<file path="src/rtl/sdc_pkg.sv">
package sdc_pkg;
   typedef enum logic [2:0] {
      ST_IDLE,
      ST_HALT,
      ST_ALIGN,
      ST_GET,
      ST_PUT,
      ST_SWAIT,
      ST_SREAD
   } sdc_state_e;
endpackage

</file>
<file path="src/rtl/sdc_phase.sv">
module sdc_phase (
   input  logic clk,
   input  logic rst_n,
   output logic get_ph
);
   always_ff @(posedge clk or negedge rst_n) begin
      if (!rst_n) get_ph <= 1'b0;
      else        get_ph <= ~get_ph;
   end
endmodule

</file>
<file path="src/rtl/sdc_req.sv">
module sdc_req (
   input  logic clk,
   input  logic rst_n,
   input  logic dmc_enable,
   input  logic dmc_req,
   input  logic served,
   output logic req_rise,
   output logic pend
);
   logic want, want_q;

   assign want     = dmc_enable & dmc_req;
   assign req_rise = want & ~want_q;

   always_ff @(posedge clk or negedge rst_n) begin
      if (!rst_n) begin
         want_q <= 1'b0;
         pend   <= 1'b0;
      end else begin
         want_q <= want;
         if (req_rise)    pend <= 1'b1;
         else if (served) pend <= 1'b0;
      end
   end

   AST_FETCH_HAS_REQ: assert property (@(posedge clk) disable iff (!rst_n)
      served |-> pend) else $error("fetch without pending request");
endmodule

</file>
<file path="src/rtl/sdc_seq.sv">
module sdc_seq
   import sdc_pkg::*;
#(
   parameter int OFS_W   = 8,
   parameter int WAIT_RD = 3
) (
   input  logic             clk,
   input  logic             rst_n,
   input  logic             trig,
   input  logic             cpu_rw,
   input  logic             get_ph,
   input  logic             req_rise,
   input  logic             pend,
   output logic             idle,
   output logic             accept,
   output logic             cp_rd,
   output logic             cp_wr,
   output logic             smp_rd,
   output logic [OFS_W-1:0] idx
);
   localparam int CNT_W = $clog2(WAIT_RD);
   localparam logic [CNT_W-1:0] LD_RD = CNT_W'(WAIT_RD - 1);
   localparam logic [CNT_W-1:0] LD_WR = CNT_W'(WAIT_RD - 2);

   sdc_state_e       st;
   logic             put_valid;
   logic [CNT_W-1:0] wcnt;
   logic             last_idx, steal, fin;

   assign idle     = (st == ST_IDLE);
   assign accept   = idle & trig;
   assign last_idx = &idx;
   assign steal    = (st == ST_GET) & pend & ~last_idx;
   assign cp_rd    = (st == ST_GET) & ~steal;
   assign smp_rd   = (st == ST_SREAD) | steal;
   assign cp_wr    = (st == ST_PUT) & put_valid;
   assign fin      = cp_wr & last_idx;

   always_ff @(posedge clk or negedge rst_n) begin
      if (!rst_n) begin
         st        <= ST_IDLE;
         idx       <= '0;
         put_valid <= 1'b0;
         wcnt      <= '0;
      end else begin
         unique case (st)
            ST_IDLE: begin
               if (trig) begin
                  st  <= ST_HALT;
                  idx <= '0;
               end else if (req_rise || pend) begin
                  st   <= ST_SWAIT;
                  wcnt <= cpu_rw ? LD_RD : LD_WR;
               end
            end
            ST_HALT:  st <= get_ph ? ST_ALIGN : ST_GET;
            ST_ALIGN: st <= ST_GET;
            ST_GET: begin
               put_valid <= cp_rd;
               st        <= ST_PUT;
            end
            ST_PUT: begin
               if (cp_wr) idx <= idx + 1'b1;
               if (fin) begin
                  if (pend) st <= ST_SREAD;
                  else if (req_rise) begin
                     st   <= ST_SWAIT;
                     wcnt <= LD_WR;
                  end else st <= ST_IDLE;
               end else st <= ST_GET;
            end
            ST_SWAIT: begin
               if (wcnt == '0) st <= ST_SREAD;
               else            wcnt <= wcnt - 1'b1;
            end
            ST_SREAD: st <= ST_IDLE;
            default:  st <= ST_IDLE;
         endcase
      end
   end

   AST_GET_ON_PHASE: assert property (@(posedge clk) disable iff (!rst_n)
      (st == ST_GET) |-> get_ph) else $error("copy read off get phase");
   AST_PUT_ON_PHASE: assert property (@(posedge clk) disable iff (!rst_n)
      (st == ST_PUT) |-> !get_ph) else $error("copy write off put phase");
endmodule

</file>
<file path="src/rtl/sdc_datapath.sv">
module sdc_datapath #(
   parameter int DATA_W = 8,
   parameter int ADDR_W = 16,
   parameter int OFS_W  = 8
) (
   input  logic              clk,
   input  logic              rst_n,
   input  logic              accept,
   input  logic [DATA_W-1:0] cpu_data,
   input  logic [OFS_W-1:0]  idx,
   input  logic              cp_rd,
   input  logic              cp_wr,
   input  logic              smp_rd,
   input  logic [ADDR_W-1:0] dmc_addr,
   input  logic [DATA_W-1:0] bus_data_in,
   output logic [ADDR_W-1:0] dma_addr,
   output logic              dma_rd_en,
   output logic              oam_wr_en,
   output logic [DATA_W-1:0] oam_wr_data,
   output logic [DATA_W-1:0] dmc_data_out,
   output logic              dmc_data_valid
);
   localparam int PAGE_W = ADDR_W - OFS_W;

   logic [PAGE_W-1:0] page_q;
   logic [DATA_W-1:0] byte_q;

   assign dma_addr    = smp_rd ? dmc_addr : {page_q, idx};
   assign dma_rd_en   = cp_rd | smp_rd;
   assign oam_wr_en   = cp_wr;
   assign oam_wr_data = byte_q;

   always_ff @(posedge clk or negedge rst_n) begin
      if (!rst_n) begin
         page_q         <= '0;
         byte_q         <= '0;
         dmc_data_out   <= '0;
         dmc_data_valid <= 1'b0;
      end else begin
         if (accept) page_q <= cpu_data[PAGE_W-1:0];
         if (cp_rd)  byte_q <= bus_data_in;
         if (smp_rd) dmc_data_out <= bus_data_in;
         dmc_data_valid <= smp_rd;
      end
   end

   AST_ONE_ACCESS: assert property (@(posedge clk) disable iff (!rst_n)
      !(dma_rd_en && oam_wr_en)) else $error("read and write in one cycle");
   AST_VALID_PULSE: assert property (@(posedge clk) disable iff (!rst_n)
      dmc_data_valid |=> !dmc_data_valid) else $error("valid longer than a cycle");
endmodule

</file>
<file path="src/rtl/shared_dma_ctrl.sv">
module shared_dma_ctrl #(
   parameter int DATA_W  = 8,
   parameter int ADDR_W  = 16,
   parameter int OFS_W   = 8,
   parameter int WAIT_RD = 3
) (
   input  logic              clk,
   input  logic              rst_n,
   input  logic              cpu_rw,
   input  logic              cpu_write_strobe,
   input  logic              reg_sel,
   input  logic [DATA_W-1:0] cpu_data,
   output logic              rdy_out,
   output logic              dma_active,
   output logic [ADDR_W-1:0] dma_addr,
   output logic              dma_rd_en,
   input  logic [DATA_W-1:0] bus_data_in,
   output logic              oam_wr_en,
   output logic [DATA_W-1:0] oam_wr_data,
   input  logic              dmc_enable,
   input  logic              dmc_req,
   input  logic [ADDR_W-1:0] dmc_addr,
   output logic [DATA_W-1:0] dmc_data_out,
   output logic              dmc_data_valid
);
   localparam int PAGE_W = ADDR_W - OFS_W;

   if (PAGE_W < 1 || PAGE_W > DATA_W) begin : g_bad_page
      $error("page field must fit in cpu_data");
   end
   if (WAIT_RD < 2) begin : g_bad_wait
      $error("WAIT_RD must be at least 2");
   end

   logic             get_ph, req_rise, pend, idle, accept;
   logic             cp_rd, cp_wr, smp_rd, trig;
   logic [OFS_W-1:0] idx;

   assign trig       = cpu_write_strobe & reg_sel & ~cpu_rw;
   assign rdy_out    = idle;
   assign dma_active = ~idle;

   sdc_phase u_phase (
      .clk    (clk),
      .rst_n  (rst_n),
      .get_ph (get_ph)
   );

   sdc_req u_req (
      .clk        (clk),
      .rst_n      (rst_n),
      .dmc_enable (dmc_enable),
      .dmc_req    (dmc_req),
      .served     (smp_rd),
      .req_rise   (req_rise),
      .pend       (pend)
   );

   sdc_seq #(.OFS_W(OFS_W), .WAIT_RD(WAIT_RD)) u_seq (
      .clk      (clk),
      .rst_n    (rst_n),
      .trig     (trig),
      .cpu_rw   (cpu_rw),
      .get_ph   (get_ph),
      .req_rise (req_rise),
      .pend     (pend),
      .idle     (idle),
      .accept   (accept),
      .cp_rd    (cp_rd),
      .cp_wr    (cp_wr),
      .smp_rd   (smp_rd),
      .idx      (idx)
   );

   sdc_datapath #(.DATA_W(DATA_W), .ADDR_W(ADDR_W), .OFS_W(OFS_W)) u_dp (
      .clk            (clk),
      .rst_n          (rst_n),
      .accept         (accept),
      .cpu_data       (cpu_data),
      .idx            (idx),
      .cp_rd          (cp_rd),
      .cp_wr          (cp_wr),
      .smp_rd         (smp_rd),
      .dmc_addr       (dmc_addr),
      .bus_data_in    (bus_data_in),
      .dma_addr       (dma_addr),
      .dma_rd_en      (dma_rd_en),
      .oam_wr_en      (oam_wr_en),
      .oam_wr_data    (oam_wr_data),
      .dmc_data_out   (dmc_data_out),
      .dmc_data_valid (dmc_data_valid)
   );

   AST_BUS_NEEDS_STALL: assert property (@(posedge clk) disable iff (!rst_n)
      (dma_rd_en || oam_wr_en) |-> !rdy_out) else $error("bus access while ready");
   AST_RDY_RELEASE: assert property (@(posedge clk) disable iff (!rst_n)
      $rose(rdy_out) |-> $past(dma_rd_en || oam_wr_en)) else $error("ready rose without access");
   AST_VALID_FROM_SAMPLE: assert property (@(posedge clk) disable iff (!rst_n)
      dmc_data_valid |-> $past(dma_rd_en && (dma_addr == dmc_addr))) else $error("valid without sample read");
endmodule

</file>
<file path="config.mk">
export PLATFORM = sky130hd
export DESIGN_NAME = shared_dma_ctrl
export DESIGN_NICKNAME = d
export VERILOG_FILES = /design/src/rtl/sdc_pkg.sv /design/src/rtl/sdc_phase.sv /design/src/rtl/sdc_req.sv /design/src/rtl/sdc_seq.sv /design/src/rtl/sdc_datapath.sv /design/src/rtl/shared_dma_ctrl.sv
export SDC_FILE = /design/constraint.sdc
export NUM_CORES = 1
export LEC_CHECK = 0
export CORE_MARGIN = 1.5
export CORE_UTILIZATION = 25
export DETAILED_ROUTE_END_ITERATION = 16
export HOLD_SLACK_MARGIN = 0.15
export PLACE_DENSITY = 0.49
export SLEW_MARGIN = 10
export SYNTH_ARGS = -nofsm -noshare
export SYNTH_HDL_FRONTEND = slang
export SYNTH_HIERARCHICAL = 1
export SYNTH_SLANG_ARGS = --single-unit
</file>
<file path="constraint.sdc">
create_clock -name clk -period 4.6 [get_ports clk]
set_clock_uncertainty 0.2 [all_clocks]
set_input_delay 1.38 -clock clk [delete_from_list [all_inputs] [get_ports clk]]
set_output_delay 1.38 -clock clk [all_outputs]
set_load 0.05 [all_outputs]
</file>
==> results.md, run 1 <==
- Clock power frac: 0.095
- Sequential power share: 0.268
- Initial antenna violation count: 0
- Setup Buffers After CTS: 0
- Design area: 3130 µm²
- CP Capture Type: output port
- Antenna Cells: 0
- Largest family of logic cells by synthesized area: multiplexers
- Post-synthesis mux area share: 0.254
- Clock latency on the worst-skew pair: 0.29 ns
- Die area: 9490 µm²
- Cell Rows: 34
- Syn Nets: 218
- Routed Antenna Nets: 0
- Final min period: 4.27 ns
- Vert. Die Dim: 97.4 µm
- Simple-gate area share of the yosys netlist: 0.124
- Vias in the first global route: 1598
- Num CTS Buffers: 5
- WL per Instance: 13.2 µm
- Placed cell areas: 3040 µm²
- P_sw: 1.22 mW
- Total routed wirelength: 4780 µm
- Vias: 1592
- Crit Path Max Fanout: 14
- IO Port Bufs: 75
- Pre-Repair DR Iteration Count: 4
- Worst Path Required: 3.02 ns
- Number of I/O pins: 76
- Slew margin rel.: 0.377
- Placer Congestion: 0.741
- WHS Endpoint: u_phase/get_ph
- End of the worst register-to-register path: u_dp/dmc_data_out[6]
- RSZ-0062 raised after global routing: false
- Clock Path Buffers: 2
- Sequential fraction of the synthesis area: 0.472
- Synth warnings: 6
- Detail Placement HPWL: 3500 µm
- Final hold vios: 0
- Xor/xnor cell area share of the yosys netlist: 0.0197
- CP arrival: 2.69 ns
- Nets@finish: 295
- Hold Path Origin: u_phase/get_ph
- Worst r2r src: u_seq/idx[0]
- CTS sink count: 42
- Iteration-0 DRC Markers: 36
- Post-synth EDFFs: 0
- Reg2reg setup slack: 1.96 ns
- First-pass GRT wire length: 8070 µm
- Sw Ratio: 0.477
- Avg Inst Size Synth: 12.6 µm²
- Slew @ Worst Pin: 0.934 ns
- WHS Path Cells: 1
- Core area: 8680 µm²
- Cells after synthesis: 177
- Layout cells sized above 1: 0.329
- Synth unique cells: 46
- Worst VDD drop: 326 µV
- Critical path startpoint category: flop
- CTS tree: built
- Combinational power share: 0.636
- Most frequent cells in the layout: 57 x clkdlybuf4s50_1, 42 x dfrtp_1, 25 x mux2_2
- Lkg Pwr: 1.36 nW
- Vias per cell: 4.39
- Post-CTS sizing: 0
- Commonest non-fill, non-tap cell in the layout: clkdlybuf4s50_1
- Async S/R FF share, synth: 1.00
- Outcome: completed
- Setup TNS: 0 ns
- # DRC: 0
- Final Cycle Share: 0.929
- Post-Synth Adder-Cell Area: 0.0112
- Endpoints failing setup: 0
- Synth Register Bits: 42
- P per Cell Area: 818 nW/µm²
- CTS Hold Bufs: 0
- Critical path class: reg -> out
- Root buf cell: clkbuf_8
- Grt ovf: 0
- Cells on worst reg2reg path: 7
- Synth Area in Compound Gates: 0.0663
- Die outline width: 97.4 µm
- Final design utilization: 0.361
- P&R area growth vs syn: 40.5%
- Clock Pin Slew Worst Setup and Hold Paths: 0.08 ns
- Cell internal pwr: 1.34 mW
- Htree depth: 2
- Worst hold path class: reg -> reg
- Max Slew Vio Count: 0
- Starting Density: 0.257
- Pin count of the biggest net entering global routing: 43
- Mapped Area: 2230 µm²
- Max_cap viols: 0
- Total global-route track usage: 0.105
- Top_reg_cell synth: dfrtp_1
- Max frequency: 234 MHz
[worst max-delay path by stage]
stage,startpoint,end,slack (ns)
global placement,u_seq/idx[0],dma_addr[0],0.65
detailed placement,u_seq/idx[0],dma_addr[14],0.61
global route,u_seq/idx[0],dma_addr[0],0.16
floorplan,u_seq/idx[0],dma_rd_en,0.79
finish,u_seq/idx[0],dma_addr[14],0.33
CTS,u_seq/idx[0],dma_addr[14],0.28
[layer usage]
layer	wire length, µm	vias to the layer above	GRT usage
met2	2050	62	0.153
li1	-	785	-
met1	2350	743	0.149
met4	43	0	0.0363
met5	0	-	0
met3	336	2	0.0295
[area by class of cell]
| type | count | area (µm²) |
|---|---|---|
| Fill cell | 878 | 5550 |
| Inverter | 7 | 26.3 |
| Sequential cell | 42 | 1050 |
| Clock buffer | 7 | 86.3 |
| Clock inverter | 1 | 5.00 |
| Multi-Input combinational cell | 118 | 1070 |
| Tap cell | 108 | 135 |
| Timing Repair Buffer | 80 | 753 |
[power groups by stage]
stage | combinational (mW) | clock [mW] | sequential [mW]
finish | 1.63 | 0.244 | 0.688
global route | 1.72 | 0.273 | 0.721
CTS | 1.65 | 0.257 | 0.695
detailed placement | 1.65 | 0 | 0.701
global placement | 1.64 | 0 | 0.700
floorplan | 1.01 | 0 | 0.904
[critical path, cell delays in order (launching register included)]
cell and delay, ns:
dfrtp_1 0.44, ha_1 0.27, and4_1 0.26, a21boi_0 0.27, nand3_1 0.17, a21boi_4 0.30
buf_12 0.20, mux2_4 0.31, buf_4 0.19
[synth_stat cells, types with 2 or more instances]
cell type,number,area [µm²]
buf_12,2,40.0
mux2_2,25,282
clkbuf_1,2,7.51
nand3_1,5,25.0
xor2_1,3,26.3
nor2b_1,2,12.5
xnor2_1,2,17.5
ha_1,2,25.0
mux2_4,19,285
o21ai_0,5,25.0
buf_6,2,22.5
inv_1,7,26.3
buf_2,3,15.0
a21boi_0,2,15.0
nand2_1,5,18.8
nand2b_1,2,12.5
dfrtp_1,42,1050
nor2_1,13,48.8
o21ai_1,3,15.0
nand4_1,4,25.0
a21oi_1,2,10.0
[registers in the layout, indices dropped and copies added (netlist names), 2 cells and up]
register           flops
u_dp/page_q            8
u_dp/dmc_data_out      8
u_seq/st               3
u_dp/oam_wr_data       8
u_seq/idx              8
u_seq/wcnt             2
[kinds of logic after synthesis]
kind of cell,count (synthesis)
AND/OR/NAND/NOR,46
multiplexers,44
flip-flops,42
AO/OA/AOI/OAI,21
buffers and inverters,17
XOR/XNOR,5
adder cells (fa/ha/maj),2
[stage by stage]
step,power [mW],cells,setup WS [ns],hold WS [ns]
floorplan,1.91,177,0.791,0.195
global placement,2.34,355,0.645,0.212
detailed placement,2.35,355,0.614,0.213
CTS,2.60,363,0.284,0.225
global route,2.71,363,0.160,0.273
finish,2.56,363,0.327,0.219
(Power assumes the default switching activity.)
==> run 2, diff against run 1 <==
--- a/config.mk
+++ b/config.mk
@@ -6,10 +6,11 @@
 export NUM_CORES = 1
 export LEC_CHECK = 0
 export CORE_MARGIN = 1.5
-export CORE_UTILIZATION = 25
+export CORE_UTILIZATION = 45
 export DETAILED_ROUTE_END_ITERATION = 16
+export GPL_TIMING_DRIVEN = 0
 export HOLD_SLACK_MARGIN = 0.15
-export PLACE_DENSITY = 0.49
+export PLACE_DENSITY = 0.79
 export SLEW_MARGIN = 10
 export SYNTH_ARGS = -nofsm -noshare
 export SYNTH_HDL_FRONTEND = slang
==> results.md, run 2 (same netlist as run 1, synthesis figures left out) <==
- Outcome: completed
- Layout cells sized above 1: 0.330 (about the same)
- CTS sink count: 42 (unchanged)
- Detail Placement HPWL: 3520 µm (+0.65%)
- Clock power frac: 0.095 (about the same)
- RSZ-0062 raised after global routing: false
- Total routed wirelength: 4640 µm (-2.9%)
- Reg2reg setup slack: 2.06 ns (+0.10 ns)
- Starting Density: 0.469 (+0.212)
- Endpoints failing setup: 0 (unchanged)
- Clock Pin Slew Worst Setup and Hold Paths: 0.08 ns (about the same)
- Routed Antenna Nets: 0 (unchanged)
- CTS tree: built
- Worst Path Required: 3.02 ns (about the same)
- Crit Path Max Fanout: 10 (-4)
- Clock latency on the worst-skew pair: 0.29 ns (about the same)
- Slew @ Worst Pin: 0.717 ns (-0.218 ns)
- Clock Path Buffers: 2 (unchanged)
- P_sw: 1.24 mW (+1.1%)
- Final hold vios: 0 (unchanged)
- Vias: 1637 (+2.8%)
- Cell Rows: 25 (-26%)
- Setup Buffers After CTS: 0 (unchanged)
- P per Cell Area: 822 nW/µm² (+0.51%)
- Nets@finish: 301 (+2.0%)
- Core area: 4750 µm² (-45%)
- Final min period: 4.41 ns (+0.136 ns)
- Htree depth: 2 (unchanged)
- Vert. Die Dim: 73.4 µm (-25%)
- CP arrival: 2.83 ns (+0.14 ns)
- Die area: 5380 µm² (-43%)
- CP Capture Type: output port
- CTS Hold Bufs: 0 (unchanged)
- Iteration-0 DRC Markers: 62 (+72%)
- Combinational power share: 0.647 (+0.011)
- Grt ovf: 0 (unchanged)
- Final Cycle Share: 0.959 (+0.0296)
- Tot Pwr: 2.55 mW (-0.54%)
- Sequential power share: 0.258 (-0.010)
- Critical path class: reg -> out
- Worst hold path class: reg -> reg
- Cell internal pwr: 1.31 mW (-2.0%)
- First-pass GRT wire length: 7330 µm (-9.2%)
- Max_cap viols: 0 (unchanged)
- WL per Instance: 14.2 µm (+7.4%)
- # DRC: 0 (unchanged)
- Vias per cell: 4.99 (+14%)
- Number of I/O pins: 76 (unchanged)
- Total global-route track usage: 0.177 (+0.0717)
- Antenna Cells: 0 (unchanged)
- Initial antenna violation count: 0 (unchanged)
- Lkg Pwr: 1.38 nW (+1.4%)
- Final design utilization: 0.652 (+0.291)
- Sw Ratio: 0.485 (+0.00770)
- Pin count of the biggest net entering global routing: 31 (-28%)
- Vias in the first global route: 1648 (+3.1%)
- Slew margin rel.: 0.521 (+0.144)
- Die outline width: 73.4 µm (-25%)
- Placer Congestion: 0.848 (+14%)
- P&R area growth vs syn: 39.1%
- Root buf cell: clkbuf_8
- Commonest non-fill, non-tap cell in the layout: clkdlybuf4s50_1
- Worst VDD drop: 503 µV (+54%)
- Max Slew Vio Count: 0 (unchanged)
- Pre-Repair DR Iteration Count: 4 (unchanged)
- Setup TNS: 0 ns (unchanged)
- Max frequency: 227 MHz (-3.1%)
- IO Port Bufs: 75 (unchanged)
- Num CTS Buffers: 5 (unchanged)
- Most frequent cells in the layout: 57 x clkdlybuf4s50_1, 42 x dfrtp_1, 25 x mux2_2
- Fillers: 410 (-53%)
- Critical path startpoint category: flop
-- run 2: layout make-up --
type / instances / area [µm²] / share of cell area
buffer: 10 / 92.6 / 0.0299
inverter: 7 / 26.3 / 0.00848
multi-input combinational: 118 / 1060 / 0.343
sequential: 42 / 1050 / 0.339
clock buffer: 6 / 82.6 / 0.0266
timing repair buffer: 76 / 688 / 0.222
tap: 67 / 83.8 / 0.0270
clock inverter: 2 / 12.5 / 0.00404
-- run 2: path summary, 6_finish.rpt --
| path | start | endpoint | cells after the start |
|---|---|---|---|
| setup / recovery | u_seq/idx[0] | dma_rd_en | 9 |
| hold / removal | u_phase/get_ph | u_phase/get_ph | 1 |
| setup reg to reg | u_seq/idx[0] | u_dp/dmc_data_out[2] | 8 |
| hold reg to reg | u_phase/get_ph | u_phase/get_ph | 1 |
| max in group asynchronous | rst_n | u_dp/dmc_data_out[1] | 2 |
| min in group asynchronous | rst_n | u_dp/page_q[0] | 1 |
-- run 2: what timing repair did --
action                                 in CTS  in global routing
pin swaps                                   0                  0
resized for setup                          19                 30
setup endpoints to repair                  17                 15
endpoints found under the hold margin       0                  0
-- run 2: power groups by stage --
| stage | combinational [mW] | clock [mW] | sequential (mW) |
|---|---|---|---|
| after floorplan | 1.01 | 0 | 0.904 |
| after global placement | 1.71 | 0 | 0.657 |
| after detailed placement | 1.74 | 0 | 0.663 |
| after CTS | 1.68 | 0.253 | 0.659 |
| after global routing | 1.73 | 0.269 | 0.682 |
| final | 1.65 | 0.243 | 0.657 |
-- run 2: stage by stage --
stage                     area [µm²]  std cells  worst slack [ns]  hold WS [ns]
after detailed placement        3080        320           -0.0735         0.220
after floorplan                 2230        177             0.791         0.195
final                           3100        328             0.190         0.224
after CTS                       3160        328            0.0621         0.231
after global placement          3060        319           -0.0718         0.209
after global routing            3100        328            0.0549         0.256
-- run 2: metal layers --
metal / vias to the layer above / track usage / share of wire
met2: 47 / 0.303 / 0.51
met5: - / 0 / 0
met4: 0 / 0.0514 / 0.0090
met1: 794 / 0.217 / 0.43
li1: 791 / - / -
met3: 5 / 0.0508 / 0.055
-- run 2: critical path: stages (launching register included) --
cell and delay (ns):
dfrtp_1 0.44, ha_1 0.27, and4_1 0.26, a21boi_0 0.27, nand3_1 0.14, a21boi_2 0.21, buf_6 0.18, buf_12 0.15
or2_1 0.10, dlygate4sd2_1 0.52
==> run 3, diff against run 2 <==
--- a/config.mk
+++ b/config.mk
@@ -5,6 +5,7 @@
 export SDC_FILE = /design/constraint.sdc
 export NUM_CORES = 1
 export LEC_CHECK = 0
+export CORE_ASPECT_RATIO = 0.9
 export CORE_MARGIN = 1.5
 export CORE_UTILIZATION = 45
 export DETAILED_ROUTE_END_ITERATION = 16
==> results.md, run 3 (same netlist as run 1, synthesis figures left out) <==
- First-pass GRT wire length: 7960 µm (+8.6%)
- Worst VDD drop: 568 µV (+13%)
- Most frequent cells in the layout: 57 x clkdlybuf4s50_1, 42 x dfrtp_1, 25 x mux2_2
- Final min period: 4.40 ns (-0.0124 ns)
- Grt ovf: 0 (unchanged)
- Max Slew Vio Count: 0 (unchanged)
- Routed Antenna Nets: 0 (unchanged)
- RSZ-0062 raised after global routing: false
- Commonest non-fill, non-tap cell in the layout: clkdlybuf4s50_1
- Crit Path Max Fanout: 10 (unchanged)
- Endpoints failing setup: 0 (unchanged)
- Num CTS Buffers: 5 (unchanged)
- Top Metal Used: met4
- Vert. Die Dim: 69.8 µm (-4.9%)
- Htree depth: 2 (unchanged)
- WP buf/inv: 3 (unchanged)
- Nets@finish: 301 (unchanged)
- Die outline width: 77.2 µm (+5.2%)
- Final design utilization: 0.648 (-0.00419)
- Worst Path Required: 3.02 ns (about the same)
- Initial antenna violation count: 0 (unchanged)
- Pre-Repair DR Iteration Count: 4 (unchanged)
- Crit path max-delay family: buffers and inverters
- CP Capture Type: output port
- Final hold vios: 0 (unchanged)
- Detail Route met2 WL: 2170 µm (-7.6%)
- Placed cell areas: 3080 µm² (about the same)
- Total global-route track usage: 0.190 (+0.0127)
- Pin count of the biggest net entering global routing: 35 (+13%)
- Crit path largest cell delay: 0.52 ns (about the same)
- Met1 wire length: 1990 µm (-0.45%)
- Tot Pwr: 2.58 mW (+1.4%)
- CTS sink count: 42 (unchanged)
- CTS tree: built
- Final Cycle Share: 0.956 (-0.00270)
- Vias: 1630 (-0.43%)
- Total routed wirelength: 4540 µm (-2.1%)
- CP startpoint: u_seq/idx[0]
- # DRC: 0 (unchanged)
- Cell Rows: 24 (-4.0%)
- Met3 WL: 325 µm (+28%)
- Clock Pin Slew Worst Setup and Hold Paths: 0.08 ns (about the same)
- Clock Path Buffers: 2 (unchanged)
- Worst hold path class: reg -> reg
- P per Cell Area: 830 nW/µm² (+0.95%)
- Detail Placement HPWL: 3410 µm (-3.2%)
- Setup Buffers After CTS: 0 (unchanged)
- Hold Path Origin: u_phase/get_ph
- Worst r2r src: u_seq/idx[0]
- P&R area growth vs syn: 39.6%
- Vias in the first global route: 1681 (+2.0%)
- Vias per cell: 5.00 (+0.18%)
- WL per Instance: 13.9 µm (-1.5%)
- Max_cap viols: 0 (unchanged)
- Core area: 4800 µm² (+1.1%)
- Die area: 5380 µm² (about the same)
- Number of I/O pins: 76 (unchanged)
- Slew @ Worst Pin: 0.711 ns (-0.00628 ns)
- Starting Density: 0.464 (-0.00488)
- Antenna Cells: 0 (unchanged)
- Crit-path cells: ha_1, and4_1, a21boi_0, nand3_1, a21boi_2, buf_6, buf_12, or2_1, dlygate4sd2_1
- Dpl cells: 318 (-0.63%)
- Critical path startpoint category: flop
- Slew margin rel.: 0.525 (+0.00420)
- Clock latency on the worst-skew pair: 0.29 ns (about the same)
- Critical path class: reg -> out
- Post-Layout Cell Count: 326 (-0.61%)
- Lkg Pwr: 1.38 nW (+0.31%)
- Layout cells sized above 1: 0.326 (-0.00383)
- Root buf cell: clkbuf_8
- Outcome: completed
- Placer Congestion: 0.800 (-5.7%)
- Iteration-0 DRC Markers: 66 (+6.5%)
- Slowest cell on the critical path: dlygate4sd2_1
- Design area: 3110 µm² (+0.40%)
- IO Port Bufs: 75 (unchanged)
- Max frequency: 227 MHz (+0.28%)
- Hold Slack: 0.225 ns (+0.00191 ns)
- CP arrival: 2.82 ns (about the same)
## run 3: layout make-up
class / count / area (µm²)
clock inverters: 2 / 37.5
well taps: 65 / 81.3
multi-input cells: 118 / 1060
repair buffers: 76 / 688
flip-flops and latches: 42 / 1050
inverters: 7 / 26.3
plain buffers: 10 / 92.6
clock buffers: 6 / 72.6
fillers: 397 / 1690
## run 3: worst paths after layout
| kind | cells past startpoint | to | slack (ns) |
|---|---|---|---|
| setup reg to reg | 8 | u_dp/dmc_data_out[4] | 2.07 |
| max in group asynchronous | 2 | u_dp/dmc_data_out[4] | 3.02 |
| setup / recovery | 9 | dma_rd_en | 0.20 |
| hold / removal | 1 | u_phase/get_ph | 0.23 |
| hold reg to reg | 1 | u_phase/get_ph | 0.23 |
| min in group asynchronous | 1 | u_seq/st[2] | 0.74 |
## run 3: stage by stage
| stage | TNS [ns] | setup WS, ns |
|---|---|---|
| after floorplan | 0 | 0.791 |
| after global placement | -1.11 | -0.0803 |
| after detailed placement | -0.885 | -0.0676 |
| after CTS | 0 | 0.0748 |
| after global routing | 0 | 0.0325 |
| final | 0 | 0.203 |
## run 3: power breakdown
group | switching [mW] | internal (mW) | leakage [nW]
combinational | 0.988 | 0.656 | 0.819
clock | 0.124 | 0.162 | 0.0514
sequential | 0.117 | 0.536 | 0.510
## run 3: timing repair
action	CTS	global route
gates cloned	0	0
hold buffers	0	0
endpoints found under the setup margin	17	15
hold endpoints to repair	0	0
resized for setup	19	30
## run 3: layer usage
metal	global-route usage	vias to the layer above
met5	0	-
met4	0.0606	0
met3	0.0579	4
met2	0.310	55
met1	0.240	774
li1	-	797
